### src/rtl/irq_arb_pkg.sv
package irq_arb_pkg;
  localparam int LVL_W = 4;
  typedef logic [LVL_W-1:0] level_t;

  typedef struct packed {
    logic wrExt;
    logic wrPer;
    logic latchEvt;
  } ctrlStrobe_t;

  typedef struct packed {
    logic   winAbove;
    logic   wakeHit;
    level_t winLevel;
  } dpStatus_t;
endpackage

### src/rtl/irq_arb_datapath.sv
module irq_arb_datapath
  import irq_arb_pkg::*;
#(
  parameter int NUM_EXT   = 16,
  parameter int NUM_PER   = 7,
  parameter int GRP       = 8,
  parameter int WAKE_PER  = 2,
  parameter int ADDR_W    = 4,
  parameter int DATA_W    = 8,
  parameter int CODE_W    = 12,
  parameter int CODE_BASE = 'h200,
  parameter int CODE_STEP = 'h20
) (
  input  logic                clk,
  input  logic                rstN,
  input  ctrlStrobe_t         strb,
  input  logic [ADDR_W-1:0]   regAddr,
  input  logic [DATA_W-1:0]   regWrData,
  output logic [DATA_W-1:0]   regRdData,
  input  logic [NUM_EXT-1:0]  extReq,
  input  logic [NUM_PER-1:0]  perReq,
  input  logic                dbgReq,
  input  level_t              cpuMask,
  output dpStatus_t           stat,
  output logic [CODE_W-1:0]   evtCode
);
  localparam int NGRP    = NUM_EXT / GRP;
  localparam int NSRC    = 1 + NUM_PER + NUM_EXT;
  localparam int IDX_W   = $clog2(NSRC);
  localparam int EXT_OFS = 1 + NUM_PER;
  localparam int DBG_ADDR = NUM_PER + 1;
  localparam level_t TOP_LVL = '1;

  level_t grpPrio [NGRP];
  level_t perPrio [NUM_PER];
  level_t srcLvl  [NSRC];
  logic   [NSRC-1:0] wakeCand;

  // group priority fields, packed side by side at address 0
  for (genvar g = 0; g < NGRP; g++) begin : gGrp
    always_ff @(posedge clk or negedge rstN) begin
      if (!rstN)            grpPrio[g] <= '0;
      else if (strb.wrExt)  grpPrio[g] <= regWrData[LVL_W*g +: LVL_W];
    end
  end

  for (genvar k = 0; k < NUM_PER; k++) begin : gPer
    always_ff @(posedge clk or negedge rstN) begin
      if (!rstN) perPrio[k] <= '0;
      else if (strb.wrPer && regAddr == ADDR_W'(1 + k))
        perPrio[k] <= regWrData[LVL_W-1:0];
    end
    assign srcLvl[1+k]   = perReq[k] ? perPrio[k] : '0;
    assign wakeCand[1+k] = (k < WAKE_PER);
  end

  assign srcLvl[0]   = dbgReq ? TOP_LVL : '0;
  assign wakeCand[0] = 1'b0;

  for (genvar i = 0; i < NUM_EXT; i++) begin : gExt
    assign srcLvl[EXT_OFS+i]   = extReq[i] ? grpPrio[i/GRP] : '0;
    assign wakeCand[EXT_OFS+i] = (i < GRP);
  end

  // winner search: scanning downward with >= lets lower source numbers win ties
  level_t            bestLvl;
  logic [IDX_W-1:0]  bestIdx;
  always_comb begin
    bestLvl = '0;
    bestIdx = '0;
    for (int s = NSRC - 1; s >= 0; s--) begin
      if (srcLvl[s] != '0 && srcLvl[s] >= bestLvl) begin
        bestLvl = srcLvl[s];
        bestIdx = IDX_W'(s);
      end
    end
  end

  logic wakeAny;
  always_comb begin
    wakeAny = 1'b0;
    for (int s = 0; s < NSRC; s++)
      if (wakeCand[s] && srcLvl[s] > cpuMask) wakeAny = 1'b1;
  end

  assign stat.winAbove = bestLvl > cpuMask;
  assign stat.winLevel = bestLvl;
  assign stat.wakeHit  = wakeAny;

  always_ff @(posedge clk or negedge rstN) begin
    if (!rstN)              evtCode <= '0;
    else if (strb.latchEvt) evtCode <= CODE_W'(CODE_BASE) + CODE_W'(CODE_STEP) * CODE_W'(bestIdx);
  end

  always_comb begin
    regRdData = '0;
    if (regAddr == '0) begin
      for (int g = 0; g < NGRP; g++) regRdData[LVL_W*g +: LVL_W] = grpPrio[g];
    end else if (regAddr == ADDR_W'(DBG_ADDR)) begin
      regRdData[LVL_W-1:0] = TOP_LVL;
    end else begin
      for (int k = 0; k < NUM_PER; k++)
        if (regAddr == ADDR_W'(1 + k)) regRdData[LVL_W-1:0] = perPrio[k];
    end
  end
endmodule

### src/rtl/irq_arb_control.sv
module irq_arb_control
  import irq_arb_pkg::*;
#(
  parameter int NUM_PER = 7,
  parameter int ADDR_W  = 4
) (
  input  logic              clk,
  input  logic              rstN,
  input  logic              regWrEn,
  input  logic [ADDR_W-1:0] regAddr,
  input  logic              intAck,
  input  logic              standby,
  input  logic              lowSpeedEn,
  input  dpStatus_t         stat,
  output ctrlStrobe_t       strb,
  output logic              irqOut,
  output level_t            irqLevel,
  output logic              wakeOut
);
  assign strb.wrExt    = regWrEn && regAddr == '0;
  assign strb.wrPer    = regWrEn && regAddr != '0 && regAddr <= ADDR_W'(NUM_PER);
  assign strb.latchEvt = intAck && stat.winAbove;

  always_ff @(posedge clk or negedge rstN) begin
    if (!rstN) begin
      irqOut   <= 1'b0;
      irqLevel <= '0;
      wakeOut  <= 1'b0;
    end else begin
      irqOut   <= stat.winAbove;
      irqLevel <= stat.winAbove ? stat.winLevel : '0;
      wakeOut  <= standby && lowSpeedEn && stat.wakeHit;
    end
  end
endmodule

### src/rtl/irq_arbiter.sv
module irq_arbiter
  import irq_arb_pkg::*;
#(
  parameter int NUM_EXT = 16,
  parameter int NUM_PER = 7,
  parameter int GRP     = 8,
  parameter int ADDR_W  = 4,
  parameter int DATA_W  = 8,
  parameter int CODE_W  = 12
) (
  input  logic               clk,
  input  logic               rstN,
  input  logic               regWrEn,
  input  logic [ADDR_W-1:0]  regAddr,
  input  logic [DATA_W-1:0]  regWrData,
  output logic [DATA_W-1:0]  regRdData,
  input  logic [NUM_EXT-1:0] extReq,
  input  logic [NUM_PER-1:0] perReq,
  input  logic               dbgReq,
  input  logic [3:0]         cpuMask,
  input  logic               standby,
  input  logic               lowSpeedEn,
  input  logic               intAck,
  output logic               irqOut,
  output logic [3:0]         irqLevel,
  output logic [CODE_W-1:0]  evtCode,
  output logic               wakeOut
);
  ctrlStrobe_t strb;
  dpStatus_t   stat;

  irq_arb_datapath #(
    .NUM_EXT(NUM_EXT), .NUM_PER(NUM_PER), .GRP(GRP),
    .ADDR_W(ADDR_W), .DATA_W(DATA_W), .CODE_W(CODE_W)
  ) u_dp (
    .clk(clk), .rstN(rstN), .strb(strb), .regAddr(regAddr),
    .regWrData(regWrData), .regRdData(regRdData), .extReq(extReq),
    .perReq(perReq), .dbgReq(dbgReq), .cpuMask(cpuMask),
    .stat(stat), .evtCode(evtCode)
  );

  irq_arb_control #(.NUM_PER(NUM_PER), .ADDR_W(ADDR_W)) u_ctl (
    .clk(clk), .rstN(rstN), .regWrEn(regWrEn), .regAddr(regAddr),
    .intAck(intAck), .standby(standby), .lowSpeedEn(lowSpeedEn),
    .stat(stat), .strb(strb), .irqOut(irqOut), .irqLevel(irqLevel),
    .wakeOut(wakeOut)
  );
endmodule

### config.mk
export PLATFORM = sky130hd
export DESIGN_NAME = irq_arbiter
export DESIGN_NICKNAME = d
export VERILOG_FILES = /design/src/rtl/irq_arb_pkg.sv /design/src/rtl/irq_arb_datapath.sv /design/src/rtl/irq_arb_control.sv /design/src/rtl/irq_arbiter.sv
export SDC_FILE = /design/constraint.sdc
export NUM_CORES = 1
export LEC_CHECK = 0
export ABC_CLOCK_PERIOD_IN_PS = 55700
export BUFFER_PORTS_ARGS = -buffer_cell sky130_fd_sc_hd__buf_2
export CORE_ASPECT_RATIO = 1.25
export CORE_UTILIZATION = 47
export DETAILED_ROUTE_END_ITERATION = 6
export HOLD_SLACK_MARGIN = 0.06
export PLACE_DENSITY = 0.71
export SYNTH_ARGS = -nofsm -noshare
export SYNTH_HDL_FRONTEND = slang
export SYNTH_SLANG_ARGS = --single-unit
export TNS_END_PERCENT = 30
### constraint.sdc
create_clock -name clk -period 55.7 [get_ports clk]
set_clock_uncertainty 0.1 [all_clocks]
set_input_delay 11.14 -clock clk [delete_from_list [all_inputs] [get_ports clk]]
set_output_delay 11.14 -clock clk [all_outputs]
set_load 0.01 [all_outputs]
==> results.md, run 1 <==
Clock tree:
- After clock tree synthesis, the clock-pin slew on the worst setup and hold paths is 0.06 ns.
- No sink is reached through more buffers than the 2 on the longest clock path.
- The count of instances resized after the clock tree is built is 0.
- TritonCTS built the clock tree.
- In this run, CTS created clock tree buffers numbering 5.
- In this run the post-CTS setup repair buffer count came out at 0.
- The cell sitting at the root of the clock tree is a sky130_fd_sc_hd__clkbuf_16.
- The number of clock sinks is 48.
- The H-tree was split into 2 levels.
- The insertion delay to the later sink of the worst-skew pair is 0.30 ns.
- The number of hold buffers added after CTS is 0.

Critical path:
- The delay of the slowest cell on the worst path is 0.66 ns.
- The slowest stage of the critical path belongs to the cell sky130_fd_sc_hd__nor3_1.
- Along the worst path, the maximum fanout reaches 11.
- The worst setup path category is in -> reg.
- The arrival time of the worst setup path is 51.42 ns.
- For the worst flop-to-flop path, the logic depth is 191.
- The type of destination of the critical path is a flip-flop.
- The worst setup path is launched from an input pin.
- STA puts the critical path data required time at 55.76 ns.
- The library cell appearing most often on the critical path is sky130_fd_sc_hd__ha_1.

Route:
- In the routed design, unresolved DRC markers number 0.
- The routed wire length is 25.9 mm.
- Dividing the detail-routed wire length by the instance count gives 18.1 microns.
- Using the TritonRoute via totals, the vias-per-cell ratio works out to 6.37.
- The total iterations of the first detailed-routing run is 5.
- Detailed routing inserted a total of 9136 vias.
- The count of nets left with antenna violations after detail routing is 0.
- For this block, the initial DRC count from the detailed router was 612.

Cells and area:
- In the final layout, the share of cells above drive strength 1 is 14.6%.
- The sequential cells in the finished layout cover a total of 0.00120 sq mm.
- The count of nets after finishing is 1351.
- The filler cells instantiated in the layout total 1791.
- Relative to the synthesized area, the layout overhead comes to 7.56%.
- The number of antenna diodes in the final layout is 0.
- Summing all multi-input logic gate instances after layout gives 0.00714 sq mm.
- Cells fill 51.8% of the core in the end.

Logic synthesis:
- Summed over its instances, the top area cell type makes up 14.3% of the synthesized netlist area.
- In the post-synthesis netlist, the biggest area contributors are sky130_fd_sc_hd__ha_1 (14%), sky130_fd_sc_hd__dfrtp_1 (14%), sky130_fd_sc_hd__nand2_1 (6.4%), sky130_fd_sc_hd__mux2_2 (6.3%), sky130_fd_sc_hd__nor2_1 (3.9%).
- The share of the Yosys chip area taken by registers is 13.7%.
- The synthesized design contains 0 enable-type register cells.
- The main flop type after synthesis is sky130_fd_sc_hd__dfrtp_1.
- The total of flip-flops plus latches after synthesis is 48.
- The synthesized design spends more area on one cell type than any other, namely sky130_fd_sc_hd__ha_1.
- Synthesis produced a netlist whose cell count is 1159.
- The average cell area after synthesis is 7.55 sq um.
- After synthesis, the share of flip-flops with an asynchronous set or reset is 100%.
- The count of unique library cells instantiated by Yosys is 103.
- The total of warnings raised by yosys is 0.
- The area of the mapped netlist is 0.00875 sq mm.

STA:
- Setup violations remaining at the end of the flow were counted as 0.
- The post-route setup TNS is 0 ns.
- Setup repair after global routing left no endpoint under its margin.
- Static timing analysis puts the maximum clock frequency at 19.5 MHz.
- The final critical-path required period is 51.36 ns.
- The final number of max-transition violations was 0.
- The number of hold violations in the final report was 0.
- After layout, the worst path uses 92.2% of the clock period.
- The worst slew slack as a fraction of its limit is 27.0%.
- At the pin with the least slew margin, the transition time is 1.10 ns.

Global routing:
- The first-pass GRT wire length is 41.9 mm.
- The number of global-route vias before repair came to 8642.
- Global routing finished with a remaining overflow of 0.
- The initial antenna violation count is 1.
- The global-route usage over all layers is 27.0%.
- The pin count of the biggest net entering global routing is 49.

Placed design:
- The HPWL after detailed placement is 20.7 mm.
- The routability-driven placement congestion ratio is 0.966.
- Buffers placed on the I/O ports in this run total 65.

Worst hold path:
- Counting instances, the worst hold path has a depth of 1.
- The min-delay analysis places its worst path in the category reg -> reg.

Floorplanning:
- The floorplan step defined a die boundary enclosing 0.0192 sq mm.
- The core region is 0.0182 sq mm.
- 72 I/O pins were placed.
- Measured along the y axis, the die boundary spans 155 microns.
- Measured along the x axis, the die boundary spans 124 microns.
- The initial core utilization is 48.2%.
- In this run the core area contains 55 standard-cell rows.

Run status:
- The flow ran to the end, and the final reports show no timing, DRC or antenna violations.

Job:
- The number of max-cap violations is 0.
[logic make-up after synthesis]
family	count (synthesis)	share of synthesized area, %
fa+ha+maj	103	14.7
flops	48	13.7
simple gates	461	25.8
buf+inv	104	4.90
mux	64	8.02
compound gates	378	32.9
other cells	1	0.0428
[synth_stat cells (9+ instances only)]
cell,count
sky130_fd_sc_hd__or3_1,9
sky130_fd_sc_hd__nand3_1,33
sky130_fd_sc_hd__nor2_1,92
sky130_fd_sc_hd__o21ai_0,61
sky130_fd_sc_hd__nor2b_1,27
sky130_fd_sc_hd__a21o_1,17
sky130_fd_sc_hd__o31ai_1,11
sky130_fd_sc_hd__nor3_1,20
sky130_fd_sc_hd__mux2_2,49
sky130_fd_sc_hd__mux2i_1,15
sky130_fd_sc_hd__a31oi_1,21
sky130_fd_sc_hd__o21a_1,19
sky130_fd_sc_hd__and3_1,10
sky130_fd_sc_hd__a41oi_1,13
sky130_fd_sc_hd__nand2b_1,28
sky130_fd_sc_hd__or2_2,10
sky130_fd_sc_hd__dfrtp_1,48
sky130_fd_sc_hd__a21oi_1,66
sky130_fd_sc_hd__o211ai_1,13
sky130_fd_sc_hd__ha_1,100
sky130_fd_sc_hd__clkbuf_1,21
sky130_fd_sc_hd__inv_1,69
sky130_fd_sc_hd__and2_1,42
sky130_fd_sc_hd__nand2_1,149
[layout by cell type, fill, tap and decap left out, types with 7 or more instances in the layout]
cell	synthesis	layout
sky130_fd_sc_hd__nor2b_1	27	27
sky130_fd_sc_hd__a21o_1	17	17
sky130_fd_sc_hd__or2_2	10	10
sky130_fd_sc_hd__dfrtp_1	48	48
sky130_fd_sc_hd__o21ai_1	7	7
sky130_fd_sc_hd__nand2b_1	28	28
sky130_fd_sc_hd__mux2_2	49	49
sky130_fd_sc_hd__nor2_1	92	92
sky130_fd_sc_hd__nor4_1	8	8
sky130_fd_sc_hd__a41oi_1	13	13
sky130_fd_sc_hd__a21oi_1	66	66
sky130_fd_sc_hd__o21a_1	19	19
sky130_fd_sc_hd__nand4_1	8	8
sky130_fd_sc_hd__o21bai_1	7	7
sky130_fd_sc_hd__nor3_1	20	20
sky130_fd_sc_hd__o22ai_1	8	8
sky130_fd_sc_hd__o211a_1	7	7
sky130_fd_sc_hd__nand2_1	149	149
sky130_fd_sc_hd__a31oi_1	21	21
sky130_fd_sc_hd__inv_1	69	69
sky130_fd_sc_hd__buf_2	4	65
sky130_fd_sc_hd__o31ai_1	11	11
sky130_fd_sc_hd__a211o_1	7	7
sky130_fd_sc_hd__ha_1	100	100
sky130_fd_sc_hd__or3_1	9	9
sky130_fd_sc_hd__nand3_1	33	33
sky130_fd_sc_hd__o211ai_1	13	13
sky130_fd_sc_hd__and3_1	10	10
sky130_fd_sc_hd__mux2i_1	15	15
sky130_fd_sc_hd__and2_1	42	42
sky130_fd_sc_hd__o21ai_0	61	61
[sequential cells by signal (all words and copies together), names as in the netlist]
name,count
u_ctl.irqOut,1
u_ctl.irqLevel,4
u_dp.evtCode,6
u_dp.perPrio,28
u_dp.grpPrio,8
u_ctl.wakeOut,1
[final timing paths]
| path | from | endpoint | slack, ns |
|---|---|---|---|
| setup / recovery | extReq[14] | u_dp.evtCode[9]$_DFFE_PN0P_ | 4.34 |
| hold / removal | u_dp.evtCode[10]$_DFFE_PN0P_ | u_dp.evtCode[10]$_DFFE_PN0P_ | 0.39 |
| setup reg to reg | u_dp.grpPrio[0]$_DFFE_PN0P_ | u_dp.evtCode[9]$_DFFE_PN0P_ | 14.65 |
| hold reg to reg | u_dp.evtCode[10]$_DFFE_PN0P_ | u_dp.evtCode[10]$_DFFE_PN0P_ | 0.39 |
| max in group asynchronous | rstN | u_dp.evtCode[10]$_DFFE_PN0P_ | 43.88 |
| min in group asynchronous | rstN | u_dp.perPrio[4]$_DFFE_PN0P_ | 10.95 |
[cell type report]
cell class	instances	area share (%)
Clock buffer	5	1.33
Clock inverter	3	0.505
Inverter	69	2.75
Multi-Input combinational cell	1012	75.9
Sequential cell	48	12.8
Tap cell	228	3.03
Timing Repair Buffer	69	3.77
[metrics by stage]
stage                     setup slack [ns]  hold WS (ns)  area [sq um]  instances
after floorplan                       9.58         0.411          8770       1164
after global placement                5.67         0.374          9240       1426
after detailed placement              4.63         0.376          9240       1426
after CTS                             4.81         0.391          9420       1434
after global routing                 0.899         0.411          9420       1434
final                                 4.34         0.390          9420       1434
[worst max-delay path, delay by kind of cell]
family                     cells  cell delay (ns)
AOI/OAI and AO/OA             85            18.56
muxes                          6             2.08
and+or+nand+nor               68            11.00
buffers and inverters          6             0.60
adders and majority gates     27             8.00
[per-layer routing]
| metal | routed length [microns] | global-route usage (%) | up-vias | share of wire (%) |
|---|---|---|---|---|
| met1 | 10800 | 32.7 | 4281 | 42 |
| met4 | 874 | 10.0 | 2 | 3.4 |
| met2 | 12800 | 47.6 | 308 | 49 |
| met3 | 1410 | 3.69 | 68 | 5.4 |
| met5 | 16 | 0 | - | 0.062 |
| li1 | - | - | 4477 | - |
Power of run 1 is not shown: default switching activity piles up to over one toggle a cycle in this logic, so the estimate is an artifact.
==> run 2, diff against run 1 <==
==> constraint.sdc (replaced) <==
create_clock -name clk -period 55.7 [get_ports clk]
set_clock_uncertainty 0.1 [all_clocks]
set_input_delay 2.785 -clock clk [delete_from_list [all_inputs] [get_ports clk]]
set_output_delay 2.785 -clock clk [all_outputs]
set_load 0.01 [all_outputs]
==> results.md, run 2 (synthesized netlist as in run 1, its figures left out) <==
STA:
- The final critical-path required period is 43.20 ns.
- The number of hold violations in the final report is 0.
- Based on the critical path, the design can be clocked at up to 23.1 MHz.
- The total of endpoints with negative setup slack in the final report is 0.
- Setup repair after global routing left no endpoint under its margin.
- Setup total negative slack on the finished layout was measured at 0 ns.
- The final number of max-transition violations is 0.
- The part of the cycle the worst path needs is 77.6%.
- For the pin with the worst max-slew slack, the measured transition is 1.07 ns.
- The worst slew slack as a fraction of its limit is 28.7%.

Critical path:
- For the worst setup path, the data required time is 55.76 ns.
- The cell at the slowest stage of the critical path is sky130_fd_sc_hd__nor3_1.
- The startpoint of the worst register-to-register path is u_dp.grpPrio[2]$_DFFE_PN0P_.
- The delay of the slowest cell on the worst path is 0.73 ns.
- The number of cells on the worst reg-to-reg path is 184.
- The endpoint of the worst-slack reg-to-reg timing path is u_dp.evtCode[9]$_DFFE_PN0P_.
- STA puts the critical path data arrival time at 43.26 ns.
- The library cell appearing most often on the critical path is sky130_fd_sc_hd__ha_1.
- The setup path with the least slack is of type in -> reg.
- The largest fanout on the critical path is 11.
- The slack of the worst reg-to-reg path is 14.42 ns.
- The type of destination of the critical path is a flip-flop.
- The type of origin of the critical path is an input pin.

Worst hold path:
- Counting instances, the worst hold path has a depth of 1.
- The startpoint of the lowest-slack hold path is u_dp.evtCode[10]$_DFFE_PN0P_.
- The tightest min-delay check is of the reg -> reg type.
- The hold path endpoint is u_dp.evtCode[10]$_DFFE_PN0P_.

Route:
- The count of nets left with antenna violations after detail routing is 0.
- For this run, the detailed router's first-pass iteration total came to 5.
- The count of routing violations after the opening detailed-route iteration is 600.
- The routed wire length is 25.2 mm.
- Detailed routing inserted a total of 9156 vias.
- The average wire per cell in the routed design is 17.6 microns.
- The remaining routing DRC violations is 0.
- In the routed layout, each cell is associated on average with a via count of 6.39.

Clock tree:
- CTS saw 48 sinks.
- Counting along the longest clock path gives a buffer depth of 2.
- TritonCTS built the clock tree.
- After clock tree synthesis, the clock-pin slew on the worst setup and hold paths is 0.07 ns.
- The post-CTS setup repair buffer count is 0.
- The TritonCTS buffer count is 5.
- The count of instances resized after the clock tree is built is 0.
- The number of hold buffers added after CTS is 0.
- The clock root buffer is sky130_fd_sc_hd__clkbuf_16.
- The H-tree was split into 2 levels.
- The insertion delay to the later sink of the worst-skew pair is 0.29 ns.

Cells and area:
- The flip-flop count of the largest register, all copies and words added is 28.
- u_dp.perPrio holds more flip-flops than any other register.
- The number of antenna diodes is 0.
- The most common cell after layout, fill and taps aside is sky130_fd_sc_hd__nand2_1.
- The library cells used most frequently in the layout, excluding fill and tap cells, are sky130_fd_sc_hd__nand2_1 (149), sky130_fd_sc_hd__ha_1 (100), sky130_fd_sc_hd__nor2_1 (92).
- In the final layout, the registers with the most flip-flops are u_dp.perPrio: 28 flops, u_dp.grpPrio: 8 flops, u_dp.evtCode: 6 flops.
- At the end of the flow, the number of nets in the layout was 1349.
- The fraction of layout cells with a size suffix above 1 is 14.5%.
- Compared with the post-synthesis result, the final layout area differs by 7.39%.

Floorplanning:
- The total I/O pin count is 72.
- The initial core utilization is 48.2%.
- The width of the chip is 124 microns.
- The die span in y is 155 microns.
- The area of the die is 0.0192 sq mm.
- The area inside the core boundary is 0.0182 sq mm.
- The standard-cell row count is 55.

Placed design:
- The number of buffers inserted by port buffering is 65.
- The total half-perimeter wirelength after legalization and detailed placement is 20.3 mm.
- At the end of routability-driven placement, the weighted congestion stood at 0.957.

Global routing:
- The number of global-route vias before repair is 8649.
- The initial antenna violation count is 0.
- The global-route usage over all layers is 26.2%.
- For this run the aggregate overflow at the end of global routing stands at 0.
- The first-pass GRT wire length is 41.0 mm.
- Entering global routing, the biggest net connects 49 pins.

Job:
- The number of max-cap violations is 0.

Run status:
- The flow ran to the end, and the final reports show no timing, DRC or antenna violations.
run 2: layout make-up:
type	instances	area (sq um)
clock buffer	5	125
multi-input combinational	1012	7140
fill	1825	8770
timing repair buffer	67	340
clock inverter	3	47.5
tap	228	285
inverter	69	259
sequential	48	1200
run 2: metal layers:
layer | wire length (microns) | part of all wire, % | global-route usage (%) | up-vias
met3 | 1210 | 4.8 | 2.47 | 66
met1 | 10700 | 43 | 32.0 | 4316
met5 | 0 | 0 | 0 | -
met4 | 789 | 3.1 | 9.18 | 0
li1 | - | - | - | 4474
met2 | 12500 | 50 | 47.0 | 300
run 2: how the worst max path moves through the flow:
stage,from,endpoint,slack (ns)
6_report,extReq[15],u_dp.evtCode[9]$_DFFE_PN0P_,12.50
4_1_cts,extReq[15],u_dp.evtCode[9]$_DFFE_PN0P_,12.95
5_1_grt,extReq[15],u_dp.evtCode[9]$_DFFE_PN0P_,9.21
3_5_place_dp,extReq[15],u_dp.evtCode[9]$_DFFE_PN0P_,12.84
2_1_floorplan,extReq[15],u_dp.evtCode[9]$_DFFE_PN0P_,17.93
3_3_place_gp,extReq[15],u_dp.evtCode[9]$_DFFE_PN0P_,13.59
run 2: per-stage QoR:
| stage | util (%) | worst slack, ns | area [sq um] | instances | hold slack, ns |
|---|---|---|---|---|---|
| 6_report | 51.7 | 12.50 | 9400 | 1432 | 0.374 |
| 5_1_grt | 51.7 | 9.21 | 9400 | 1432 | 0.404 |
| 4_1_cts | 51.7 | 12.95 | 9400 | 1432 | 0.376 |
| 3_5_place_dp | 50.8 | 12.84 | 9230 | 1424 | 0.361 |
| 3_3_place_gp | 50.8 | 13.59 | 9230 | 1424 | 0.362 |
| 2_1_floorplan | - | 17.93 | 8770 | 1164 | 0.411 |
run 2: critical path, delay by kind of cell:
family,cells,cell delay (ns)
AOI/OAI and AO/OA,83,18.66
adders and majority gates,27,8.16
buffers and inverters,5,0.60
muxes,7,2.44
and+or+nand+nor,63,10.53
Power of run 2 is left out for the same reason.
==> run 3, diff against run 2 <==
--- a/config.mk
+++ b/config.mk
@@ -5,7 +5,7 @@
 export SDC_FILE = /design/constraint.sdc
 export NUM_CORES = 1
 export LEC_CHECK = 0
-export ABC_CLOCK_PERIOD_IN_PS = 55700
+export ABC_CLOCK_PERIOD_IN_PS = 42700
 export BUFFER_PORTS_ARGS = -buffer_cell sky130_fd_sc_hd__buf_2
 export CORE_ASPECT_RATIO = 1.25
 export CORE_UTILIZATION = 47
==> constraint.sdc (replaced) <==
create_clock -name clk -period 42.7 [get_ports clk]
set_clock_uncertainty 0.1 [all_clocks]
set_input_delay 2.135 -clock clk [delete_from_list [all_inputs] [get_ports clk]]
set_output_delay 2.135 -clock clk [all_outputs]
set_load 0.01 [all_outputs]
==> results.md, run 3 (synthesized netlist as in run 1, its figures left out) <==
Critical path:
- The required time of the critical path is 42.77 ns.
- The library cell appearing most often on the critical path is sky130_fd_sc_hd__ha_1.
- The critical path in this run is classified as in -> reg.
- At the worst endpoint, the arrival time is 40.08 ns.
- The delay of the slowest cell on the worst path is 0.50 ns.
- The type of destination of the critical path is a flip-flop.
- Among all stages on the critical path, the largest delay is contributed by sky130_fd_sc_hd__or4_4.
- The type of origin of the critical path is an input pin.
- The largest fanout on the critical path is 11.

Cells and area:
- The library cell used most frequently in the layout, excluding fill and tap cells, is sky130_fd_sc_hd__nand2_1.
- The combined area of the multi-input logic cells is 0.00733 sq mm.
- Cells with a size suffix above 1 make up 17.2% of the layout.
- The largest registers in the layout are u_dp.perPrio: 28 flops, u_dp.grpPrio: 8 flops, u_dp.evtCode: 6 flops.
- The repair_antennas step left the layout with diodes totalling 0.
- The count of nets after finishing is 1356.
- The flip-flop count of the largest register, all copies and words added is 28.
- Relative to the synthesized area, the layout overhead comes to 10.1%.
- The final-layout fill cell count is 1798.
- u_dp.perPrio holds more flip-flops than any other register.
- The combined flip-flop and latch cell area is 0.00120 sq mm.
- The top cell types in the final layout, fill and taps aside, are sky130_fd_sc_hd__nand2_1 (148), sky130_fd_sc_hd__ha_1 (98), sky130_fd_sc_hd__nor2_1 (91).

Placed design:
- The total half-perimeter wirelength after legalization and detailed placement is 20.2 mm.
- The number of buffers inserted by port buffering is 65.
- The routability-driven placement congestion ratio is 0.936.

Route:
- The routed via count divided by cell count is 6.36.
- The final route contains 9155 vias.
- The first routing iteration left 597 violations.
- The routed design has 25.3 mm of wire.
- The detail route stage leaves a number of antenna-violating nets equal to 0.
- In the final routed layout, each cell accounts on average for 17.6 microns.
- The total iterations of the first detailed-routing run is 5.
- For this run, design rule violations remaining after detail routing come to 0.

Floorplanning:
- The die span in y is 155 microns.
- The core region is 0.0182 sq mm.
- The initial core utilization is 48.2%.
- During I/O placement, the number of pins put on the boundary was 72.
- The floorplan step defined a die boundary enclosing 0.0192 sq mm.
- The width of the chip is 124 microns.
- The standard-cell row count is 55.

Clock tree:
- In this run the number of H-tree levels came out at 2.
- No sink is reached through more buffers than the 2 on the longest clock path.
- The clock input transition at the sequential cells of the worst setup and hold paths is 0.07 ns.
- At the later pin of the worst-skew pair, clock insertion delay measures 0.29 ns.
- The clock root buffer is sky130_fd_sc_hd__clkbuf_16.
- Clock tree synthesis found a total of 48 sinks.
- TritonCTS built the clock tree.
- The number of clock buffers added by TritonCTS is 5.

STA:
- The number of hold violations in the final report is 0.
- The post-route setup TNS is 0 ns.
- The highest clock frequency the design can meet is 25.0 MHz.
- The final number of max-transition violations is 0.
- The final critical-path required period is 40.01 ns.
- Setup violations remaining at the end of the flow were counted as 0.
- The pin slew with the least headroom to its limit is 1.08 ns.
- The worst slew slack as a fraction of its limit is 27.9%.
- Dividing the final minimum period by the clock period gives 93.7%.

Global routing:
- The number of global-route vias before repair is 8653.
- The pin count of the biggest net entering global routing is 49.
- The initial antenna violation count is 0.
- The total overflow left after global routing is 0.
- The global-route usage over all layers is 26.1%.
- The first-pass GRT wire length is 40.8 mm.

Run status:
- The flow ran to the end, and the final reports show no timing, DRC or antenna violations.

Job:
- The number of max-cap violations is 0.

Worst hold path:
- The type of the tightest min-delay check is reg -> reg.
## run 3: cell types whose count changed in the layout (fill, tap and decap cells not counted), moves of 2 or more
| cell | previous run | this run |
|---|---|---|
| sky130_fd_sc_hd__clkinv_4 | 2 | 0 |
| sky130_fd_sc_hd__ha_2 | 0 | 2 |
| sky130_fd_sc_hd__mux2i_2 | 0 | 2 |
| sky130_fd_sc_hd__o21ai_2 | 1 | 4 |
| sky130_fd_sc_hd__o31ai_1 | 11 | 9 |
| sky130_fd_sc_hd__a31oi_2 | 0 | 2 |
| sky130_fd_sc_hd__a31oi_1 | 21 | 19 |
| sky130_fd_sc_hd__o31ai_2 | 2 | 4 |
| sky130_fd_sc_hd__a2111oi_4 | 1 | 3 |
| sky130_fd_sc_hd__buf_4 | 2 | 9 |
| sky130_fd_sc_hd__o21ai_0 | 61 | 57 |
| sky130_fd_sc_hd__mux2i_1 | 15 | 13 |
| sky130_fd_sc_hd__ha_1 | 100 | 98 |
## run 3: per-stage QoR
step,hold WS (ns),utilization [%],cell area [sq um],cells,setup slack [ns]
5_1_grt,0.419,53.0,9640,1439,-0.0810
2_1_floorplan,0.411,-,8770,1164,5.58
3_5_place_dp,0.377,50.8,9230,1424,0.414
3_3_place_gp,0.357,50.8,9230,1424,0.978
6_report,0.393,53.0,9640,1439,2.69
4_1_cts,0.393,51.7,9400,1432,0.566
## run 3: final timing paths
| kind | slack, ns | cells after the start | start | to |
|---|---|---|---|---|
| min | 0.39 | 1 | u_dp.evtCode[10]$_DFFE_PN0P_ | u_dp.evtCode[10]$_DFFE_PN0P_ |
| min in group asynchronous | 1.94 | 1 | rstN | u_dp.perPrio[0]$_DFFE_PN0P_ |
| max in group asynchronous | 39.89 | 1 | rstN | u_dp.perPrio[16]$_DFFE_PN0P_ |
| min reg2reg | 0.39 | 1 | u_dp.evtCode[10]$_DFFE_PN0P_ | u_dp.evtCode[10]$_DFFE_PN0P_ |
| max | 2.69 | 193 | extReq[15] | u_dp.evtCode[9]$_DFFE_PN0P_ |
| max reg2reg | 3.93 | 192 | u_dp.grpPrio[3]$_DFFE_PN0P_ | u_dp.evtCode[9]$_DFFE_PN0P_ |
## run 3: area by class of cell
type / count / area share, %
repair buffers: 74 / 4.08
flip-flops and latches: 48 / 12.5
multi-input cells: 1012 / 76.0
well taps: 228 / 2.96
clock inverters: 3 / 0.480
inverters: 69 / 2.69
clock buffers: 5 / 1.30
## run 3: critical path, delay by kind of cell
| kind | cells | cell delay, ns |
|---|---|---|
| adders and majority gates | 27 | 8.04 |
| muxes | 6 | 2.02 |
| and+or+nand+nor | 65 | 9.97 |
| buffers and inverters | 6 | 0.62 |
| AOI/OAI and AO/OA | 89 | 17.31 |
## run 3: repair_timing
item                       in CTS  in global routing
setup endpoints to repair       0                 11
buffers inserted                0                  7
hold buffers                    0                  0
gates resized for setup         0                 40
## run 3: metal layers
layer | vias to the layer above | track usage (%) | share of wire (%)
met1 | 4273 | 32.7 | 42
li1 | 4496 | - | -
met5 | - | 0 | 0
met3 | 65 | 2.10 | 5.1
met2 | 321 | 45.3 | 49
met4 | 0 | 10.3 | 3.6
Power of run 3 is left out for the same reason.
